===== src/rtl/irq_bank_pkg.sv =====
package irq_bank_pkg;
  localparam int unsigned ADDR_W = 12;
  localparam int unsigned DATA_W = 32;

  localparam logic [ADDR_W-1:0] EN_SET_BASE = 12'h000;
  localparam logic [ADDR_W-1:0] EN_CLR_BASE = 12'h080;
  localparam logic [ADDR_W-1:0] PD_SET_BASE = 12'h100;
  localparam logic [ADDR_W-1:0] PD_CLR_BASE = 12'h180;
  localparam logic [ADDR_W-1:0] ACT_BASE    = 12'h200;
  localparam logic [ADDR_W-1:0] PRIO_BASE   = 12'h300;

  typedef enum logic [2:0] {
    KIND_NONE,
    KIND_EN_SET,
    KIND_EN_CLR,
    KIND_PD_SET,
    KIND_PD_CLR,
    KIND_ACT,
    KIND_PRIO
  } reg_kind_e;

  // True when addr lies inside a window of nwords 32-bit words from base.
  function automatic logic in_window(logic [ADDR_W-1:0] addr,
                                     logic [ADDR_W-1:0] base,
                                     int unsigned nwords);
    logic [ADDR_W:0] lo;
    logic [ADDR_W:0] hi;
    lo = {1'b0, base};
    hi = lo + (ADDR_W+1)'(nwords * 4);
    return ({1'b0, addr} >= lo) && ({1'b0, addr} < hi);
  endfunction
endpackage


===== src/rtl/irq_bus_port.sv =====
module irq_bus_port
  import irq_bank_pkg::*;
#(
  parameter int unsigned NWORD  = 2,
  parameter int unsigned NPWORD = 15,
  parameter int unsigned IW     = 4
) (
  input  logic              clk,
  input  logic              rst_n,
  input  logic              req_valid,
  output logic              req_ready,
  input  logic              req_write,
  input  logic [ADDR_W-1:0] req_addr,
  input  logic [DATA_W-1:0] req_wdata,
  input  logic [3:0]        req_be,
  output logic              rsp_valid,
  input  logic              rsp_ready,
  output logic [DATA_W-1:0] rsp_rdata,
  output logic              acc_wr,
  output reg_kind_e         kind,
  output logic [IW-1:0]     idx,
  output logic [DATA_W-1:0] wdata_m,
  output logic [3:0]        be,
  input  logic [DATA_W-1:0] rd_word
);
  logic              accept;
  logic [ADDR_W-1:0] base;
  logic [ADDR_W-1:0] off;

  // Window decode: which register group, and word index inside it.
  always_comb begin
    kind = KIND_NONE;
    base = '0;
    if (in_window(req_addr, EN_SET_BASE, NWORD)) begin
      kind = KIND_EN_SET; base = EN_SET_BASE;
    end else if (in_window(req_addr, EN_CLR_BASE, NWORD)) begin
      kind = KIND_EN_CLR; base = EN_CLR_BASE;
    end else if (in_window(req_addr, PD_SET_BASE, NWORD)) begin
      kind = KIND_PD_SET; base = PD_SET_BASE;
    end else if (in_window(req_addr, PD_CLR_BASE, NWORD)) begin
      kind = KIND_PD_CLR; base = PD_CLR_BASE;
    end else if (in_window(req_addr, ACT_BASE, NWORD)) begin
      kind = KIND_ACT; base = ACT_BASE;
    end else if (in_window(req_addr, PRIO_BASE, NPWORD)) begin
      kind = KIND_PRIO; base = PRIO_BASE;
    end
  end

  assign off = req_addr - base;
  assign idx = off[IW+1:2];
  assign be  = req_be;

  for (genvar l = 0; l < 4; l++) begin : g_lane
    assign wdata_m[l*8 +: 8] = req_be[l] ? req_wdata[l*8 +: 8] : 8'h00;
  end

  assign req_ready = !rsp_valid || rsp_ready;
  assign accept    = req_valid && req_ready;
  assign acc_wr    = accept && req_write;

  always_ff @(posedge clk) begin
    if (!rst_n) begin
      rsp_valid <= 1'b0;
      rsp_rdata <= '0;
    end else if (accept && !req_write) begin
      rsp_valid <= 1'b1;
      rsp_rdata <= rd_word;
    end else if (rsp_ready) begin
      rsp_valid <= 1'b0;
    end
  end

  // a response that is not taken stays on the bus unchanged.
  p_rsp_hold_r10: assert property (@(posedge clk) disable iff (!rst_n)
    (rsp_valid && !rsp_ready) |=> (rsp_valid && $stable(rsp_rdata)));
endmodule


===== src/rtl/irq_flag_vec.sv =====
module irq_flag_vec #(
  parameter int unsigned N     = 60,
  parameter int unsigned NWORD = 2,
  parameter int unsigned IW    = 4,
  parameter int unsigned DW    = 32
) (
  input  logic          clk,
  input  logic          rst_n,
  input  logic          sw_set_en,
  input  logic          sw_clr_en,
  input  logic [IW-1:0] sw_idx,
  input  logic [DW-1:0] sw_data,
  input  logic [N-1:0]  hw_set,
  input  logic [N-1:0]  hw_clr,
  input  logic [IW-1:0] rd_idx,
  output logic [DW-1:0] rd_word,
  output logic [N-1:0]  q
);
  logic [N-1:0]        set_v;
  logic [N-1:0]        clr_v;
  logic [NWORD*DW-1:0] padded;

  for (genvar i = 0; i < N; i++) begin : g_bit
    localparam int unsigned WRD = i / DW;
    localparam int unsigned BIT = i % DW;
    assign set_v[i] = sw_set_en && (sw_idx == IW'(WRD)) && sw_data[BIT];
    assign clr_v[i] = sw_clr_en && (sw_idx == IW'(WRD)) && sw_data[BIT];
  end

  // Set terms after clear terms: a hardware set beats any clear.
  always_ff @(posedge clk) begin
    if (!rst_n) q <= '0;
    else        q <= (q & ~(clr_v | hw_clr)) | set_v | hw_set;
  end

  always_comb begin
    padded = '0;
    padded[N-1:0] = q;
    rd_word = '0;
    for (int w = 0; w < NWORD; w++) begin
      if (rd_idx == IW'(w)) rd_word = padded[w*DW +: DW];
    end
  end

  // a hardware set always lands.
  p_hw_set_wins_r5: assert property (@(posedge clk) disable iff (!rst_n)
    (hw_set != '0) |=> ((q & $past(hw_set)) == $past(hw_set)));

  // bits not addressed by any set or clear keep their value.
  p_quiet_bits_r2: assert property (@(posedge clk) disable iff (!rst_n)
    1'b1 |=> (((q ^ $past(q)) & ~$past(set_v | clr_v | hw_set | hw_clr)) == '0));

  // a hardware clear with no competing set drops the flag.
  p_hw_clr_r6: assert property (@(posedge clk) disable iff (!rst_n)
    ((hw_clr & ~hw_set & ~set_v) != '0) |=>
      ((q & $past(hw_clr & ~hw_set & ~set_v)) == '0));
endmodule


===== src/rtl/irq_prio_array.sv =====
module irq_prio_array #(
  parameter int unsigned N      = 60,
  parameter int unsigned PW     = 4,
  parameter int unsigned NPWORD = 15,
  parameter int unsigned IW     = 4,
  parameter int unsigned DW     = 32
) (
  input  logic          clk,
  input  logic          rst_n,
  input  logic          wr_en,
  input  logic [IW-1:0] wr_idx,
  input  logic [DW-1:0] wr_data,
  input  logic [3:0]    wr_be,
  input  logic [IW-1:0] rd_idx,
  output logic [DW-1:0] rd_word,
  output logic [N*PW-1:0] prio_o
);
  logic [NPWORD*DW-1:0] padded;
  logic                 unused_low;

  for (genvar i = 0; i < N; i++) begin : g_src
    localparam int unsigned WRD  = i / 4;
    localparam int unsigned LANE = i % 4;
    logic [PW-1:0] lvl;
    always_ff @(posedge clk) begin
      if (!rst_n) begin
        lvl <= '0;
      end else if (wr_en && (wr_idx == IW'(WRD)) && wr_be[LANE]) begin
        lvl <= wr_data[LANE*8+7 -: PW];
      end
    end
    assign prio_o[i*PW +: PW] = lvl;
  end

  assign unused_low = ^wr_data;

  // Each level sits in the top of its byte; lower bits stay zero.
  always_comb begin
    padded = '0;
    for (int i = 0; i < N; i++) begin
      padded[i*8+8-PW +: PW] = prio_o[i*PW +: PW];
    end
    rd_word = '0;
    for (int w = 0; w < NPWORD; w++) begin
      if (rd_idx == IW'(w)) rd_word = padded[w*DW +: DW];
    end
  end

  // levels move only on a taken priority write.
  p_prio_hold_r9: assert property (@(posedge clk) disable iff (!rst_n)
    !wr_en |=> $stable(prio_o));
endmodule


===== src/rtl/irq_state_bank.sv =====
module irq_state_bank
  import irq_bank_pkg::*;
#(
  parameter int unsigned NSRC   = 60,
  parameter int unsigned PRIO_W = 4,
  localparam int unsigned ID_W  = $clog2(NSRC)
) (
  input  logic                   clk,
  input  logic                   rst_n,
  input  logic                   req_valid,
  output logic                   req_ready,
  input  logic                   req_write,
  input  logic [ADDR_W-1:0]      req_addr,
  input  logic [DATA_W-1:0]      req_wdata,
  input  logic [3:0]             req_be,
  output logic                   rsp_valid,
  input  logic                   rsp_ready,
  output logic [DATA_W-1:0]      rsp_rdata,
  input  logic [NSRC-1:0]        src_req,
  input  logic                   entry_valid,
  input  logic [ID_W-1:0]        entry_id,
  input  logic                   exit_valid,
  input  logic [ID_W-1:0]        exit_id,
  output logic [NSRC-1:0]        enable_o,
  output logic [NSRC-1:0]        pending_o,
  output logic [NSRC-1:0]        active_o,
  output logic [NSRC*PRIO_W-1:0] prio_o
);
  localparam int unsigned NWORD  = (NSRC + DATA_W - 1) / DATA_W;
  localparam int unsigned NPWORD = (NSRC + 3) / 4;
  localparam int unsigned IW     = $clog2(NPWORD + 1);

  logic              acc_wr;
  reg_kind_e         kind;
  logic [IW-1:0]     idx;
  logic [DATA_W-1:0] wdata_m;
  logic [3:0]        be;
  logic [DATA_W-1:0] rd_word, en_rd, pd_rd, act_rd, prio_rd;
  logic [NSRC-1:0]   entry_vec, exit_vec;

  for (genvar i = 0; i < NSRC; i++) begin : g_evt
    assign entry_vec[i] = entry_valid && (entry_id == ID_W'(i));
    assign exit_vec[i]  = exit_valid  && (exit_id  == ID_W'(i));
  end

  irq_bus_port #(.NWORD(NWORD), .NPWORD(NPWORD), .IW(IW)) u_port (
    .clk(clk), .rst_n(rst_n),
    .req_valid(req_valid), .req_ready(req_ready), .req_write(req_write),
    .req_addr(req_addr), .req_wdata(req_wdata), .req_be(req_be),
    .rsp_valid(rsp_valid), .rsp_ready(rsp_ready), .rsp_rdata(rsp_rdata),
    .acc_wr(acc_wr), .kind(kind), .idx(idx), .wdata_m(wdata_m), .be(be),
    .rd_word(rd_word)
  );

  irq_flag_vec #(.N(NSRC), .NWORD(NWORD), .IW(IW), .DW(DATA_W)) u_enable (
    .clk(clk), .rst_n(rst_n),
    .sw_set_en(acc_wr && kind == KIND_EN_SET),
    .sw_clr_en(acc_wr && kind == KIND_EN_CLR),
    .sw_idx(idx), .sw_data(wdata_m),
    .hw_set('0), .hw_clr('0),
    .rd_idx(idx), .rd_word(en_rd), .q(enable_o)
  );

  irq_flag_vec #(.N(NSRC), .NWORD(NWORD), .IW(IW), .DW(DATA_W)) u_pending (
    .clk(clk), .rst_n(rst_n),
    .sw_set_en(acc_wr && kind == KIND_PD_SET),
    .sw_clr_en(acc_wr && kind == KIND_PD_CLR),
    .sw_idx(idx), .sw_data(wdata_m),
    .hw_set(src_req), .hw_clr(entry_vec),
    .rd_idx(idx), .rd_word(pd_rd), .q(pending_o)
  );

  irq_flag_vec #(.N(NSRC), .NWORD(NWORD), .IW(IW), .DW(DATA_W)) u_active (
    .clk(clk), .rst_n(rst_n),
    .sw_set_en(1'b0), .sw_clr_en(1'b0),
    .sw_idx(idx), .sw_data(wdata_m),
    .hw_set(entry_vec), .hw_clr(exit_vec),
    .rd_idx(idx), .rd_word(act_rd), .q(active_o)
  );

  irq_prio_array #(.N(NSRC), .PW(PRIO_W), .NPWORD(NPWORD), .IW(IW), .DW(DATA_W)) u_prio (
    .clk(clk), .rst_n(rst_n),
    .wr_en(acc_wr && kind == KIND_PRIO), .wr_idx(idx), .wr_data(wdata_m),
    .wr_be(be), .rd_idx(idx), .rd_word(prio_rd), .prio_o(prio_o)
  );

  always_comb begin
    unique case (kind)
      KIND_EN_SET, KIND_EN_CLR: rd_word = en_rd;
      KIND_PD_SET, KIND_PD_CLR: rd_word = pd_rd;
      KIND_ACT:                 rd_word = act_rd;
      KIND_PRIO:                rd_word = prio_rd;
      default:                  rd_word = '0;
    endcase
  end

  // a bus write to the active words alone never moves an active flag.
  p_act_ro_r7: assert property (@(posedge clk) disable iff (!rst_n)
    (acc_wr && kind == KIND_ACT && !entry_valid && !exit_valid) |=> $stable(active_o));
endmodule


===== config.mk =====
export PLATFORM = sky130hd
export DESIGN_NAME = irq_state_bank
export DESIGN_NICKNAME = d
export VERILOG_FILES = /design/src/rtl/irq_bank_pkg.sv /design/src/rtl/irq_bus_port.sv /design/src/rtl/irq_flag_vec.sv /design/src/rtl/irq_prio_array.sv /design/src/rtl/irq_state_bank.sv
export SDC_FILE = /design/constraint.sdc
export NUM_CORES = 1
export LEC_CHECK = 0
export BUFFER_PORTS_ARGS = -buffer_cell sky130_fd_sc_hd__buf_2
export CAP_MARGIN = 30
export CORE_AREA = 2 2 228 230
export DETAILED_ROUTE_END_ITERATION = 10
export DIE_AREA = 0 0 230 232
export GPL_TIMING_DRIVEN = 0
export PLACE_DENSITY = 0.66
export SLEW_MARGIN = 20
export SYNTH_ARGS = -nofsm -noshare
export SYNTH_HDL_FRONTEND = slang
export SYNTH_SLANG_ARGS = --single-unit

===== constraint.sdc =====
create_clock -name clk -period 3.3 [get_ports clk]
set_input_delay 0.66 -clock clk [delete_from_list [all_inputs] [get_ports clk]]
set_output_delay 0.66 -clock clk [all_outputs]
set_load 0.05 [all_outputs]

; Yosys cells after proc, flatten, opt, wreduce, memory -nomap -nowiden
; Index checks and enable logic that the tools add are counted.
[op_classes]
addsub = 1
order_cmp = 11
n_eq_ne = 138
n_mux = 39
n_bitwise = 11
reduce_logical = 465
[ops]
columns = cell, count
row1 = 32-bit two-way mux, 21
row2 = 1-bit logical AND, 456
row3 = 6-bit equality test (second input constant), 56
row4 = 60-bit bitwise OR, 5
row5 = 6-bit by 5-bit equality test with 1-bit output (second input constant), 32
row6 = 60-bit bitwise AND, 3
row7 = 60-bit inverter, 3
row8 = 32-bit one-hot mux with 4 select lines, 1
row9 = 6-bit by 4-bit equality test with 1-bit output (second input constant), 16
row10 = 6-bit by 3-bit equality test with 1-bit output (second input constant), 8
row11 = 8-bit two-way mux, 4
row12 = 6-bit two-way mux, 5
row13 = 4-bit equality test (second input constant), 7
row14 = 6-bit by 2-bit equality test with 1-bit output (second input constant), 4
row15 = 12-bit by 10-bit greater-or-equal comparator with 1-bit output (second input constant), 2
row16 = 12-bit by 9-bit greater-or-equal comparator with 1-bit output (second input constant), 2
row17 = 12-bit by 10-bit less-than comparator with 1-bit output (second input constant), 2
row18 = 12-bit by 9-bit less-than comparator with 1-bit output (second input constant), 2
row19 = 3-bit two-way mux, 6
row20 = 4-bit by 3-bit equality test with 1-bit output (second input constant), 4
row21 = 6-bit by 1-bit equality test with 1-bit output (second input constant), 2
row22 = 12-bit by 8-bit greater-or-equal comparator with 1-bit output (second input constant), 1
row23 = 6-bit logical NOT, 2
row24 = 12-bit by 4-bit less-than comparator with 1-bit output (second input constant), 1
row25 = 13 further kinds, 20
[word_totals]
ff_bits = 453
in_bits = 127
out_inout_bits = 454
elab_cells = 730

; Depth between registers and ports, before layout
[depth]
word_depth = 25
mapped_depth = 10

; Modules after synthesis
; A second synthesis with hierarchy kept.
[hier_totals]
hier_cells = 3279
hier_area_um2 = 26270.2
[modules_own_cells]
columns = module, n_inst, cells_each, area_per_inst_um2, seq_area_each_um2
row1 = irq_prio_array, 1, 1564, 12177.9, 4804.6
row2 = irq_flag_vec, 3, 373, 3342.0, 1201.2
row3 = irq_state_bank, 1, 381, 2113.3, 0.0
row4 = irq_bus_port, 1, 215, 1953.1, 660.6

; Least setup slack after synthesis
; OpenSTA, ideal clock, no wires.
[synth_path]
kind = register -> register
startpoint = register u_port.rsp_valid
endpoint = register u_prio.g_src[37].lvl[0]
setup_time_ns = 0.128
arrival_time_ns = 2.472
setup_slack_ns = 0.701
path_stages_with_launch = 9
path_buffers = 2
synth_period_minus_slack_ns = 2.599
cell_sequence = dfxtp_1 nand2b_1 nand3_1 clkbuf_1 nor3_1 buf_2 nand3_1 mux2i_1 nor2_1
[synth_between]
elab_chain_cells = 7
[synth_rtl]
columns = item, line
row1 = start: declaration, irq_bus_port.sv:16  ; output logic rsp_valid,
row2 = start signal: assignment, irq_bus_port.sv:63  ; rsp_valid <= 1'b0;
row3 = start signal: assignment, irq_bus_port.sv:66  ; rsp_valid <= 1'b1;
row4 = start signal: assignment, irq_bus_port.sv:69  ; rsp_valid <= 1'b0;
row5 = 1-bit logical NOT, irq_bus_port.sv:57  ; assign req_ready = !rsp_valid || rsp_ready;
row6 = 1-bit logical OR, irq_bus_port.sv:57
row7 = named net req_ready, irq_state_bank.sv:11  ; output logic req_ready,
row8 = 1-bit logical AND, irq_bus_port.sv:58  ; assign accept = req_valid && req_ready;
row9 = 1-bit logical AND, irq_bus_port.sv:59  ; assign acc_wr = accept && req_write;
row10 = 1-bit logical AND, irq_state_bank.sv:83  ; .wr_en(acc_wr && kind == KIND_PRIO), .wr_idx(idx), .wr_data(wdata_m),
row11 = 1-bit logical AND (2 in series), irq_prio_array.sv:28  ; end else if (wr_en && (wr_idx == IW'(WRD)) && wr_be[LANE]) begin
row12 = end signal: assignment, irq_prio_array.sv:29  ; lvl <= wr_data[LANE*8+7 -: PW];
row13 = end: declaration, irq_prio_array.sv:24  ; logic [PW-1:0] lvl;
; The timed path passes the listed nets, and every way through them passes these cells.
; A chain may end at the register's enable or synchronous reset.

; Worst setup path after layout
[layout_path]
startpoint = input port req_addr[2]
endpoint = register u_port.rsp_rdata[22]
[layout_between]
elab_chain_cells = 24
word_cells_on_any_way = 72
classes_between = add/sub: 1 / order compare: 11 / eq/ne: 20 / mux: 32 / reduce/logical: 8
[layout_rtl]
columns = item, line
row1 = start: declaration, irq_state_bank.sv:13  ; input logic [ADDR_W-1:0] req_addr,
row2 = 12-bit by 9-bit greater-or-equal comparator with 1-bit output / 12-bit by 9-bit less-than comparator with 1-bit output (equally long branches), irq_bank_pkg.sv:30  ; return ({1'b0, addr} >= lo) && ({1'b0, addr} < hi);
row3 = 1-bit logical AND, irq_bank_pkg.sv:30
row4 = 6-bit two-way mux, irq_bus_port.sv:40  ; end else if (in_window(req_addr, PD_CLR_BASE, NWORD)) begin
row5 = 6-bit two-way mux, irq_bus_port.sv:38  ; end else if (in_window(req_addr, PD_SET_BASE, NWORD)) begin
row6 = 6-bit two-way mux, irq_bus_port.sv:36  ; end else if (in_window(req_addr, EN_CLR_BASE, NWORD)) begin
row7 = 6-bit two-way mux, irq_bus_port.sv:34  ; if (in_window(req_addr, EN_SET_BASE, NWORD)) begin
row8 = 6-bit subtractor, irq_bus_port.sv:49  ; assign off = req_addr - base;
row9 = 4-bit logical NOT, "irq_flag_vec.sv:41, irq_prio_array.sv:45"
row10 = 32-bit two-way mux (15 in series), irq_prio_array.sv:45  ; if (rd_idx == IW'(w)) rd_word = padded[w*DW +: DW];
row11 = 32-bit one-hot mux with 4 select lines *, irq_state_bank.sv:88  ; unique case (kind)
row12 = end signal: assignment, irq_bus_port.sv:67  ; rsp_rdata <= rd_word;
row13 = end: declaration, irq_bus_port.sv:18  ; output logic [DATA_W-1:0] rsp_rdata,
; Mark *: on every way between the ends. The rest lies on a longest branch, timed or not.

==> results.toml <==
[sta]
min_period_ns = 3.36
hold_viol_final = 0
maxSlewViolCount = 0
worstMarginPinSlew_ns = 1.14
fmax_mhz = 298
finalCritPeriodShare_pct = 102
maxSlewHeadroom_pct = 23.7
setup_ws_ns = -0.0584
hold_ws_ns = 0.305
rsz0062_at_grt = "false"
setup_violations = 5
fin_skew_ns = 0.0246

[die]
initial_core_util_pct = 41.9
dieArea_um2 = 53400
fp.dieW_um = 230
core-area_um2 = 50900
io_pins = 581
fp.dieH_um = 232
rows = 83

[clocking]
cts_buffers = 50
cts.sinks = 453
clockRootBuffer = "clkbuf_16"
clk_latency_ns = 0.63
cts.path.max_buffers = 3
cts_setup_buffers = 0
cts_tree = "done"
htree_levels = 2
clk_pin_slew_ns = 0.06

[placement]
place_ws_ns = -0.658
place_congestion = 1.06
portBuffers = 558
placed_cells = 4000
hpwlAfterDp_um = 111000

[pwr]
p_sw_share_pct = 29.3
pwr-share-clk_pct = 45.4
leakagePower_nw = 10.5
ir_drop_mv = 0.400
power.internal_mw = 9.21
p_per_area_nw_per_um2 = 484
total_power_mw = 13.0
comb_power_share_pct = 11.6
power_switching_mw = 3.81
power_frac_seq_pct = 43.0

[routing]
wl_per_cell_um = 35.0
routed_wl_um = 144000
firstDrtPassIters = 9
dr.first_iter.drc_count = 4354
viasPerCell = 6.80
ant_nets = 0
num_vias = 27949
post-route-drc-count = 0

[synthesis]
synthFlopType = "dfxtp_1"
yosysTopAreaCell = "dfxtp_1"
netlist.area_leader.share_pct = 42.6
avgSynthCellArea_um2 = 7.74
synthesis.instances = 2751
synth.ff_latch_count = 453
yosys.cell_types.count = 73
seq_area_frac_synth_pct = 42.6
syn_nets = 2878
synth_edf_count = 0
ys_warn_count = 0
syn_area_um2 = 21300
async_reset_ff_share_pct = 0
synth_area_leaders = "dfxtp_1, a21oi_1, nand2_1"

[global_route]
grt_pass1_wl_um = 195000
gr-total-overflow = 0
grt_pass1_vias = 25612
antenna_found_initial = 15
grt_max_degree = 14
track_usage_pct = 51.7

[critical_path]
cp_slowest_cell = "buf_2"
cp_data_required_time_ns = 3.78
cp_top_family = "buffers and inverters"
critical_path_class = "in2reg"
crit_fanout = 10
cp_data_arrival_time_ns = 3.84
slowest_delay_ns = 0.52
path_buf_inv = 5
start_kind = "input pin"
worst_path_most_repeated_cell = "buf_2"
worst_setup_path_end_kind = "register"
path_cells = "clkbuf_2 > buf_2 > clkbuf_4 > buf_2 > buf_2 > mux2i_1 > o2bb2ai_1 > a32oi_1 > o21ai_0"

[run_status]
outcome = "finished, violations left"
failed_checks = "negative setup slack"

[cells_and_area]
layout.cells.non_filler = 4111
post-route-util_pct = 52.9
fin_nets = 3509
area_growth_pct = 26.3
layout-drive-gt1-share_pct = 22.8

[job]
maxCapViolCount = 0

[min_path]
hp-class = "in2reg"
==> cell usage after synthesis (all sizes together) (7+ instances only) <==
master,number
a21oi,481
dfxtp,453
nand2,445
nand3,272
o21ai,192
clkbuf,180
nor2,100
buf,77
mux2i,72
a22oi,68
a31oi,68
o211ai,63
o22ai,34
or2,33
nor3,26
nor2b,17
nand2b,16
mux2,15
nor4,10
o221ai,10
mux4,9
a32oi,7
inv,7
==> power by group through the flow <==
| stage | logic [mW] | registers [mW] | clock network, mW |
|---|---|---|---|
| 3_5_place_dp | 1.40 | 5.72 | 0 |
| 2_1_floorplan | 0.533 | 5.90 | 0 |
| 3_3_place_gp | 1.38 | 5.72 | 0 |
| 5_1_grt | 1.50 | 5.60 | 6.06 |
| 4_1_cts | 1.41 | 5.60 | 5.83 |
| 6_report | 1.51 | 5.60 | 5.92 |
==> cells in the final DEF (no fill, tap or decap), types with 7 or more instances in the layout <==
master / count
buf_2: 618
a21oi_1: 481
dfxtp_1: 453
nand2_1: 444
nand3_1: 272
o21ai_0: 190
clkbuf_1: 181
nor2_1: 100
mux2i_1: 72
a22oi_1: 68
a31oi_1: 67
o211ai_1: 63
clkbuf_16: 50
o22ai_1: 34
or2_0: 30
nor3_1: 25
nor2b_1: 17
nand2b_1: 15
buf_6: 15
mux2_2: 15
clkinv_2: 12
buf_1: 11
clkbuf_2: 10
o221ai_1: 10
mux4_2: 9
diode_2: 8
clkbuf_8: 8
inv_1: 7
a32oi_1: 7
==> stage by stage <==
| stage | TNS (ns) | area, um2 |
|---|---|---|
| final | -0.159 | 26900 |
| after global routing | 0 | 26900 |
| after detailed placement | -36.82 | 25100 |
| after floorplan | 0 | 21300 |
| after CTS | 0 | 26800 |
| after global placement | -46.55 | 24900 |
==> tightest hold or removal path, stage by stage <==
cell     delay [ns]
buf_2          0.08
a31oi_1        0.03
a21oi_1        0.12
==> timing repair <==
action	in CTS	in global routing
hold buffers	0	0
endpoints found under the setup margin	3	2
cloned	0	0
resized for setup	1	4
==> layer usage <==
| metal | share of wire (%) | up-vias | GRT usage (%) |
|---|---|---|---|
| met2 | 42 | 2773 | 77.8 |
| met3 | 14 | 765 | 18.2 |
| met5 | 0.11 | - | 1.56 |
| li1 | - | 11261 | - |
| met4 | 10 | 8 | 41.7 |
| met1 | 34 | 13142 | 59.4 |
==> cell type report <==
| class | count | area [um2] |
|---|---|---|
| fill | 4966 | 24000 |
| clock inverter | 24 | 278 |
| clock buffer | 69 | 1400 |
| tap | 680 | 851 |
| multi-input combinational | 2032 | 11100 |
| inverter | 9 | 33.8 |
| sequential | 453 | 9070 |
| buffer | 257 | 1100 |
| antenna | 8 | 20.0 |
| timing repair buffer | 579 | 3030 |
==> cells by family (layout without fill, tap and decap cells) <==
logic type	after synthesis	in the layout	share of synthesized area [%]
compound gates	986	986	26.7
simple gates	950	950	20.3
flops	453	453	42.6
buf+inv	266	938	5.27
mux	96	96	5.13
other cells	0	8	0
==> flip-flops by register name, indices dropped and copies added (netlist names) <==
register          flops
u_prio.g_src.lvl    240
u_active.q           60
u_enable.q           60
u_pending.q          60
u_port.rsp_rdata     32
u_port.rsp_valid      1
==> final timing paths <==
path | endpoint | slack (ns) | depth (start not counted) | start
max | u_port.rsp_rdata[22]$_SDFFE_PN0P_ | -0.06 | 9 | req_addr[2]
max reg2reg | u_pending.q[43]$_SDFF_PN0_ | 0.09 | 7 | u_port.rsp_valid$_SDFFE_PN0P_
min reg2reg | u_port.rsp_rdata[24]$_SDFFE_PN0P_ | 0.46 | 2 | u_port.rsp_rdata[24]$_SDFFE_PN0P_
min | u_pending.q[17]$_SDFF_PN0_ | 0.31 | 3 | src_req[17]
Note: power is estimated with default switching activity, not from simulation.
